[src/rtl/eec_pkg.sv]
package eec_pkg;

  typedef enum logic {
    CNT_UP   = 1'b0,
    CNT_DOWN = 1'b1
  } cnt_dir_e;

  typedef enum logic {
    RUN_IDLE   = 1'b0,
    RUN_ACTIVE = 1'b1
  } run_state_e;

endpackage

[src/rtl/eec_run_ctrl.sv]
module eec_run_ctrl
  import eec_pkg::*;
(
  input  logic clk,
  input  logic rst_n,
  input  logic start_req,
  input  logic stop_req,
  output logic active
);

  run_state_e state_q;

  always_ff @(posedge clk) begin
    if (!rst_n) begin
      state_q <= RUN_IDLE;
    end else if (stop_req) begin
      state_q <= RUN_IDLE;
    end else if (start_req) begin
      state_q <= RUN_ACTIVE;
    end
  end

  assign active = (state_q == RUN_ACTIVE);

endmodule

[src/rtl/eec_edge_sampler.sv]
module eec_edge_sampler #(
  parameter int FILT_LEN = 2
) (
  input  logic clk,
  input  logic rst_n,
  input  logic active,
  input  logic op_tick,
  input  logic filt_on,
  input  logic ext_in,
  output logic det_level,
  output logic hist_level,
  output logic cnt_pulse
);

  localparam int WIN = (FILT_LEN < 2) ? 2 : FILT_LEN;

  // samp_q[0] is the newest operation-clock sample
  logic [WIN-1:0] samp_q;
  logic           steady_q;
  logic           hist_q;
  logic           win_steady;

  function automatic logic window_steady(input logic [WIN-1:0] w);
    return (&w) | ~(|w);
  endfunction

  assign win_steady = window_steady(samp_q);

  genvar gi;
  generate
    for (gi = 0; gi < WIN; gi++) begin : g_stage
      always_ff @(posedge clk) begin
        if (!rst_n || !active) begin
          samp_q[gi] <= 1'b0;
        end else if (op_tick) begin
          if (gi == 0) begin
            samp_q[gi] <= ext_in;
          end else begin
            samp_q[gi] <= samp_q[(gi == 0) ? 0 : gi-1];
          end
        end
      end
    end
  endgenerate

  always_ff @(posedge clk) begin
    if (!rst_n || !active) begin
      steady_q <= 1'b0;
      hist_q   <= 1'b0;
    end else if (op_tick) begin
      if (win_steady) begin
        steady_q <= samp_q[0];
      end
      hist_q <= det_level;
    end
  end

  assign det_level  = filt_on ? steady_q : samp_q[0];
  assign hist_level = hist_q;
  assign cnt_pulse  = op_tick & active & det_level & ~hist_q;

endmodule

[src/rtl/eec_counter.sv]
module eec_counter
  import eec_pkg::*;
#(
  parameter int CNT_W = 16
) (
  input  logic             clk,
  input  logic             rst_n,
  input  logic             cnt_pulse,
  input  logic             down_sel,
  output logic [CNT_W-1:0] count_val
);

  localparam logic [CNT_W-1:0] ONE = CNT_W'(1);

  function automatic logic [CNT_W-1:0] step_count(
    input logic [CNT_W-1:0] cur,
    input cnt_dir_e         dir
  );
    return (dir == CNT_DOWN) ? (cur - ONE) : (cur + ONE);
  endfunction

  logic [CNT_W-1:0] cnt_q;

  always_ff @(posedge clk) begin
    if (!rst_n) begin
      cnt_q <= '0;
    end else if (cnt_pulse) begin
      cnt_q <= step_count(cnt_q, cnt_dir_e'(down_sel));
    end
  end

  assign count_val = cnt_q;

endmodule

[src/rtl/ext_edge_counter.sv]
module ext_edge_counter #(
  parameter int CNT_W    = 16,
  parameter int FILT_LEN = 2
) (
  input  logic             clk,
  input  logic             rst_n,
  input  logic             op_tick,
  input  logic             start_req,
  input  logic             stop_req,
  input  logic             filt_on,
  input  logic             down_sel,
  input  logic             ext_in,
  output logic             cnt_pulse,
  output logic [CNT_W-1:0] count_val,
  output logic             active
);

  // internal events brought out by name for the checker
  logic det_level;
  logic hist_level;

  eec_run_ctrl u_ctrl (
    .clk       (clk),
    .rst_n     (rst_n),
    .start_req (start_req),
    .stop_req  (stop_req),
    .active    (active)
  );

  eec_edge_sampler #(
    .FILT_LEN (FILT_LEN)
  ) u_samp (
    .clk        (clk),
    .rst_n      (rst_n),
    .active     (active),
    .op_tick    (op_tick),
    .filt_on    (filt_on),
    .ext_in     (ext_in),
    .det_level  (det_level),
    .hist_level (hist_level),
    .cnt_pulse  (cnt_pulse)
  );

  eec_counter #(
    .CNT_W (CNT_W)
  ) u_cnt (
    .clk       (clk),
    .rst_n     (rst_n),
    .cnt_pulse (cnt_pulse),
    .down_sel  (down_sel),
    .count_val (count_val)
  );

endmodule

[config.mk]
export PLATFORM = sky130hd
export DESIGN_NAME = ext_edge_counter
export DESIGN_NICKNAME = d
export VERILOG_FILES = /design/src/rtl/eec_pkg.sv /design/src/rtl/eec_run_ctrl.sv /design/src/rtl/eec_edge_sampler.sv /design/src/rtl/eec_counter.sv /design/src/rtl/ext_edge_counter.sv
export SDC_FILE = /design/constraint.sdc
export NUM_CORES = 1
export LEC_CHECK = 0
export ABC_AREA = 1
export ABC_CLOCK_PERIOD_IN_PS = 2200
export BUFFER_PORTS_ARGS = -buffer_cell sky130_fd_sc_hd__buf_2
export CORE_MARGIN = 2
export CORE_UTILIZATION = 40
export CTS_BUF_LIST = sky130_fd_sc_hd__clkbuf_4
export DETAILED_ROUTE_END_ITERATION = 10
export GPL_TIMING_DRIVEN = 0
export PLACE_DENSITY = 0.61
export SLEW_MARGIN = 40
export SYNTH_ARGS = -nofsm -noshare
export SYNTH_HDL_FRONTEND = slang
export SYNTH_SLANG_ARGS = --single-unit
[constraint.sdc]
create_clock -name clk -period 2.2 [get_ports clk]
set_clock_uncertainty 0.05 [all_clocks]
set_input_delay 0.44 -clock clk [delete_from_list [all_inputs] [get_ports clk]]
set_output_delay 0.44 -clock clk [all_outputs]
set_load 0.01 [all_outputs]
==> flow_summary_export.csv, run 1 <==
group,metric,value,unit
run_status,status,"finished clean",
power_and_ir_drop,seqPwrFrac,56.1,%
worst_setup_path,cp_slowest_stage_delay,0.38,ns
drt,wl_per_cell,10.7,µm
drt,route.detailed.drc,0,
die,rows,23,
synthesis,ys.flop_type,"dfxtp_1",
power_and_ir_drop,combPwrFrac,12.6,%
die,ios,26,
drt,wirelength,3790,µm
power_and_ir_drop,ir_drop,0.000182,V
global_routing,grt_pass1_wl,6550,µm
die,die_y,69.3,µm
layout,final_common_cell,"nand2_1",
placed_design,place.gp.congestion,0.868,
hold_path,min_from,"stop_req",
worst_setup_path,r2r_end,"u_cnt.count_val[8]$_SDFFE_PN0P_",
drt,vias_per_cell,4.62,
synthesis,syn-num-nets,300,
power_and_ir_drop,fin_total_pwr,0.684,mW
timing,finalCritPeriodShare,93.2,%
job,max_cap_viol_count,0,
global_routing,overflow,0,
power_and_ir_drop,p_clk_share,31.4,%
hold_path,holdPathStages,2,
synthesis,mappedNetlistArea,1710,µm²
synthesis,yosysTopAreaCell,"dfxtp_1",
timing,finalSetupTns,0,ns
clock_tree,cts_hold_buf,0,
worst_setup_path,cp_slowest_cell,"dfxtp_1",
synthesis,ys_ff_latch,21,
worst_setup_path,critPathLaunchType,"register",
drt,vias,1640,
layout,syn_to_final_growth,12.5,%
layout,layout_common_cells,"nand2_1, inv_1, buf_2",
clock_tree,cts_root_buf,"clkbuf_4",
layout,final_util,47.3,%
timing,fin_ws,0.150,ns
die,start_util,42.1,%
timing,timing.fmax,488,MHz
synthesis,ys_seq_area_share,24.6,%
timing,tightest_slew,0.392,ns
worst_setup_path,worstPathArrival,1.56,ns
worst_setup_path,reg2reg_slack,0.51,ns
die,die_area,4810,µm²
clock_tree,numCtsBuffers,3,
clock_tree,cts_setup_buffers,0,
worst_setup_path,crit_family,"buffers and inverters",
worst_setup_path,path_common_cell,"inv_2",
hold_path,hold_path_end,"u_ctrl.active$_SDFFE_PP0P_",
clock_tree,worstSkewPairLatency,0.31,ns
timing,finalCriticalPeriod,2.05,ns
die,die_w,69.3,µm
worst_setup_path,critPathMaxFanout,10,
power_and_ir_drop,power.switching,0.189,mW
drt,firstDrtPassIters,4,
synthesis,yosysTopAreaCellShare,24.6,%
clock_tree,clock_sink_count,21,
timing,setup_viol,0,
timing,finalHoldViolCount,0,
drt,drtAntennaViolNets,0,
layout,fillers,455,
power_and_ir_drop,p_sw_share,27.6,%
die,core,4060,µm²
synthesis,synthArstFlopShare,0,%
power_and_ir_drop,intPower,0.495,mW
drt,first_iter_violations,56,
clock_tree,cts_tree,"built",
synthesis,netlist_instances,277,
layout,antennaDiodeCount,0,
global_routing,grt_pass1_vias,1473,
global_routing,antenna_found_initial,0,
layout,fin_nets,329,
timing,rsz0062_at_grt,"false",
hold_path,min_path_type,"in -> reg",
synthesis,synth-warning-count,0,
synthesis,synth_cell_types,29,
worst_setup_path,worst-path-buf-inv,5,
worst_setup_path,crit_path_cell_trace,"inv_2 > o21ai_2 > nand3_2 > inv_2 > buf_6 > buf_8 > buf_2",
synthesis,synth_area_leaders,"dfxtp_1, nand2_1, inv_1",
worst_setup_path,required,1.71,ns
timing,finalMaxSlewViolations,0,
placed_design,place_ws,0.0191,ns
layout,layout-drive-gt1-share,13.8,%
power_and_ir_drop,powerDensity,356,nW/µm²
global_routing,grt_max_degree,17,
worst_setup_path,worstSetupEndpointType,"primary output",
worst_setup_path,ff2ff_path_depth,10,
clock_tree,path_clk_slew,0.13,ns
worst_setup_path,crit_type,"reg -> out",
placed_design,dpl.hpwl,2950,µm
synthesis,syn_area_per_cell,6.17,µm²
global_routing,grtUsageTotal,16.7,%
clock_tree,clockBufferDepth,2,
clock_tree,cts_max_level,1,
power_and_ir_drop,p_leak,1.13,nW
placed_design,port_buffers,24,
timing,slew_headroom,73.9,%
synthesis,synth-edff-count,0,
worst_setup_path,reg2reg_from,"u_cnt.count_val[0]$_SDFFE_PN0P_",
clock_tree,cts-resized-gates,0,
sequential cells by signal, summed over array words and instances (netlist names):
signal / count
u_samp.steady_q: 1
u_ctrl.active: 1
u_samp.samp_q: 2
u_cnt.count_val: 16
u_samp.hist_level: 1
through the flow:
step / area, µm² / hold slack [ns] / cells
after global placement: 1890 / 0.412 / 351
after global routing: 1920 / 0.221 / 355
final: 1920 / 0.225 / 355
after floorplan: 1710 / 0.390 / 277
after CTS: 1920 / 0.211 / 355
after detailed placement: 1890 / 0.408 / 351
power groups by stage:
stage                     Combinational [mW]  Sequential [mW]  Clock [mW]
after CTS                             0.0864            0.384       0.230
final                                 0.0859            0.383       0.214
after detailed placement              0.0860            0.392           0
after floorplan                       0.0583            0.392           0
after global placement                0.0855            0.392           0
after global routing                  0.0988            0.384       0.239
worst max path at each step:
stage	cells after the start	slack [ns]	end	startpoint
global route	7	0.02	cnt_pulse	u_samp.samp_q[0]$_SDFFE_PP0P_
global placement	11	0.03	u_cnt.count_val[13]$_SDFFE_PN0P_	down_sel
floorplan	10	0.51	u_cnt.count_val[8]$_SDFFE_PN0P_	down_sel
detailed placement	11	0.02	u_cnt.count_val[15]$_SDFFE_PN0P_	down_sel
CTS	7	0.12	cnt_pulse	u_samp.samp_q[0]$_SDFFE_PP0P_
finish	7	0.15	cnt_pulse	u_samp.samp_q[0]$_SDFFE_PP0P_
worst reg2reg max path: stages (launching register included):
cell	delay, ns
dfxtp_1	0.37
fa_1	0.41
nand2_1	0.11
nand2_1	0.07
and2_1	0.19
nand2_1	0.07
nand2_1	0.06
xnor2_1	0.13
nand2_1	0.07
nand2_1	0.05
inv_1	0.03
kinds of logic after synthesis:
kind of cell | count (synthesis) | share of synthesized area [%]
DFF | 21 | 24.6
xor gates and xnor gates | 4 | 2.05
AOI/OAI and AO/OA | 33 | 12.0
and+or+nand+nor | 144 | 35.5
adders and majority gates | 15 | 11.4
buffers and inverters | 60 | 14.4
layer usage:
layer / track usage (%) / part of all wire [%] / vias to the layer above
met5: 0 / 0 / -
met4: 4.58 / 0.98 / 0
met3: 1.74 / 3.5 / 4
met2: 27.5 / 46 / 27
met1: 23.1 / 50 / 691
li1: - / - / 918
synth_stat cells (2+ instances only):
master     n
a211oi_1   3
a21oi_1   13
buf_2      2
dfxtp_1   21
ha_1      14
inv_1     53
inv_2      2
nand2_1   92
nand3_1   21
nand3_2    2
nor2_1    17
nor3_1     4
o211ai_1   2
o21a_1     8
o21ai_0    5
or2_2      3
xnor2_1    3
final cells by class:
cell class,instances,area [µm²],area share [%]
well taps,50,62.6,3.26
flip-flops and latches,21,420,21.9
multi-input cells,196,1040,54.2
clock buffers,4,30.0,1.56
inverters,55,206,10.7
plain buffers,5,40.0,2.08
repair buffers,24,120,6.25
No activity file was read; power rests on OpenSTA's default activity.
==> inputs of run 2 (changes only) <==
--- a/config.mk
+++ b/config.mk
@@ -9,11 +9,10 @@
 export ABC_CLOCK_PERIOD_IN_PS = 2200
 export BUFFER_PORTS_ARGS = -buffer_cell sky130_fd_sc_hd__buf_2
 export CORE_MARGIN = 2
-export CORE_UTILIZATION = 40
-export CTS_BUF_LIST = sky130_fd_sc_hd__clkbuf_4
+export CORE_UTILIZATION = 45
 export DETAILED_ROUTE_END_ITERATION = 10
 export GPL_TIMING_DRIVEN = 0
-export PLACE_DENSITY = 0.61
+export PLACE_DENSITY = 0.67
 export SLEW_MARGIN = 40
 export SYNTH_ARGS = -nofsm -noshare
 export SYNTH_HDL_FRONTEND = slang
==> run 2 against run 1 <==
Clock power grew 23%; largest cell class unchanged; critical path type unchanged; largest power group unchanged; maximum frequency grew 4.7%; critical endpoint unchanged; design area grew 0.65%.
==> flow_summary_export.csv, run 2 (same netlist as run 1, synthesis figures left out) <==
group,metric,value,unit
die,die_w,65.6,µm
clock_tree,cts_tree,"built",
die,rows,22,
placed_design,dpl_cell_area,1890,µm²
die,core,3660,µm²
worst_setup_path,cp_slowest_cell,"dfxtp_1",
layout,antennaDiodeCount,0,
layout,largest_register_ffs,16,
clock_tree,cts_hold_buf,0,
global_routing,grt_pass1_wl,6420,µm
timing,finalSetupTns,0,ns
timing,timing.fmax,511,MHz
clock_tree,worstSkewPairLatency,0.27,ns
layout,final_common_cell,"nand2_1",
worst_setup_path,path_common_cell,"inv_2",
drt,first_iter_violations,51,
hold_path,min_from,"stop_req",
hold_path,hold_path_end,"u_ctrl.active$_SDFFE_PP0P_",
timing,finalHoldViolCount,0,
global_routing,antenna_found_initial,0,
die,ios,26,
global_routing,overflow,0,
clock_tree,clock_sink_count,21,
global_routing,grt_pass1_vias,1481,
drt,wl_met3,140,µm
layout,layout-drive-gt1-share,13.4,%
drt,wl_per_cell,10.5,µm
worst_setup_path,ff2ff_path_depth,10,
layout,syn_to_final_growth,13.2,%
clock_tree,path_clk_slew,0.08,ns
layout,final_area,1930,µm²
drt,vias_per_cell,4.72,
global_routing,grtUsageTotal,19.4,%
worst_setup_path,worstSetupEndpointType,"primary output",
clock_tree,clockBufferDepth,2,
layout,layout_common_cells,"nand2_1, inv_1, buf_2",
power_and_ir_drop,powerDensity,378,nW/µm²
timing,finalMaxSlewViolations,0,
worst_setup_path,required,1.71,ns
die,start_util,46.7,%
clock_tree,cts_setup_buffers,0,
hold_path,holdPathStages,2,
timing,setup_viol,0,
drt,vias,1665,
timing,slew_headroom,73.7,%
worst_setup_path,r2r_end,"u_cnt.count_val[8]$_SDFFE_PN0P_",
worst_setup_path,reg2reg_from,"u_cnt.count_val[0]$_SDFFE_PN0P_",
layout,fillers,418,
power_and_ir_drop,ir_drop,0.000174,V
drt,top_layer,"met4",
drt,met2_wirelength,1710,µm
worst_setup_path,critPathMaxFanout,10,
clock_tree,cts_root_buf,"clkbuf_8",
drt,m1WireLength,1800,µm
drt,route.detailed.drc,0,
worst_setup_path,worstPathArrival,1.47,ns
worst_setup_path,crit_path_cell_trace,"inv_2 > o21ai_2 > nand3_2 > inv_2 > buf_6 > buf_8 > buf_2",
placed_design,place.gp.congestion,0.895,
hold_path,min_path_type,"in -> reg",
worst_setup_path,crit_type,"reg -> out",
power_and_ir_drop,p_leak,1.13,nW
placed_design,dpl.hpwl,2900,µm
timing,finalCritPeriodShare,89.0,%
global_routing,grt_max_degree,17,
placed_design,port_buffers,24,
timing,finalCriticalPeriod,1.96,ns
drt,wirelength,3720,µm
worst_setup_path,critPathLaunchType,"register",
timing,tightest_slew,0.395,ns
job,max_cap_viol_count,0,
run_status,status,"finished clean",
drt,drtAntennaViolNets,0,
drt,firstDrtPassIters,4,
die,die_y,65.6,µm
clock_tree,cts_max_level,1,
timing,rsz0062_at_grt,"false",
layout,fin_nets,329,
die,die_area,4300,µm²
clock_tree,numCtsBuffers,3,
clock_tree,cts-resized-gates,0,
worst_setup_path,worst-path-buf-inv,5,
worst_setup_path,cp_slowest_stage_delay,0.36,ns
worst_setup_path,reg2reg_slack,0.52,ns
worst_setup_path,crit_family,"buffers and inverters",
## run 2: worst reg2reg max path: stages (launching register included)
cell and delay (ns):
dfxtp_1 0.35, fa_1 0.41, nand2_1 0.11, nand2_1 0.08, and2_1 0.18, nand2_1 0.07
nand2_1 0.06, xnor2_1 0.12, nand2_1 0.07, nand2_1 0.06, inv_1 0.03
## run 2: routing by layer
| metal | vias up | GRT usage [%] |
|---|---|---|
| li1 | 919 | - |
| met1 | 715 | 25.8 |
| met2 | 26 | 32.0 |
| met3 | 5 | 2.74 |
| met4 | 0 | 7.03 |
| met5 | - | 0 |
## run 2: how the worst max path moves through the flow
stage / depth (start not counted) / endpoint / slack (ns) / startpoint
finish: 7 / cnt_pulse / 0.24 / u_samp.samp_q[0]$_SDFFE_PP0P_
global route: 7 / cnt_pulse / 0.1 / u_samp.samp_q[0]$_SDFFE_PP0P_
CTS: 7 / cnt_pulse / 0.21 / u_samp.samp_q[0]$_SDFFE_PP0P_
detailed placement: 11 / u_cnt.count_val[13]$_SDFFE_PN0P_ / 0.03 / down_sel
global placement: 11 / u_cnt.count_val[13]$_SDFFE_PN0P_ / 0.05 / down_sel
floorplan: 10 / u_cnt.count_val[8]$_SDFFE_PN0P_ / 0.51 / down_sel
## run 2: where the power goes
group / switching [mW] / internal (mW) / leakage (nW)
clock: 0.134 / 0.129 / 0.0228
sequential: 0.00147 / 0.381 / 0.169
combinational: 0.0553 / 0.0298 / 0.941
## run 2: through the flow
stage	setup slack [ns]	instances	hold WS [ns]	utilization [%]	power, mW
global placement	0.0548	349	0.409	51.6	0.477
global route	0.0955	353	0.273	52.8	0.772
CTS	0.212	353	0.270	52.8	0.743
finish	0.242	353	0.273	52.8	0.732
detailed placement	0.0338	349	0.417	51.6	0.478
floorplan	0.510	277	0.390	-	0.451
## run 2: layout make-up
| type | instances | area (µm²) | area share [%] |
|---|---|---|---|
| sequential | 21 | 420 | 21.7 |
| buffer | 5 | 40.0 | 2.07 |
| clock buffer | 4 | 45.0 | 2.33 |
| timing repair buffer | 24 | 120 | 6.21 |
| inverter | 55 | 206 | 10.7 |
| tap | 48 | 60.1 | 3.11 |
| multi-input combinational | 196 | 1040 | 53.9 |
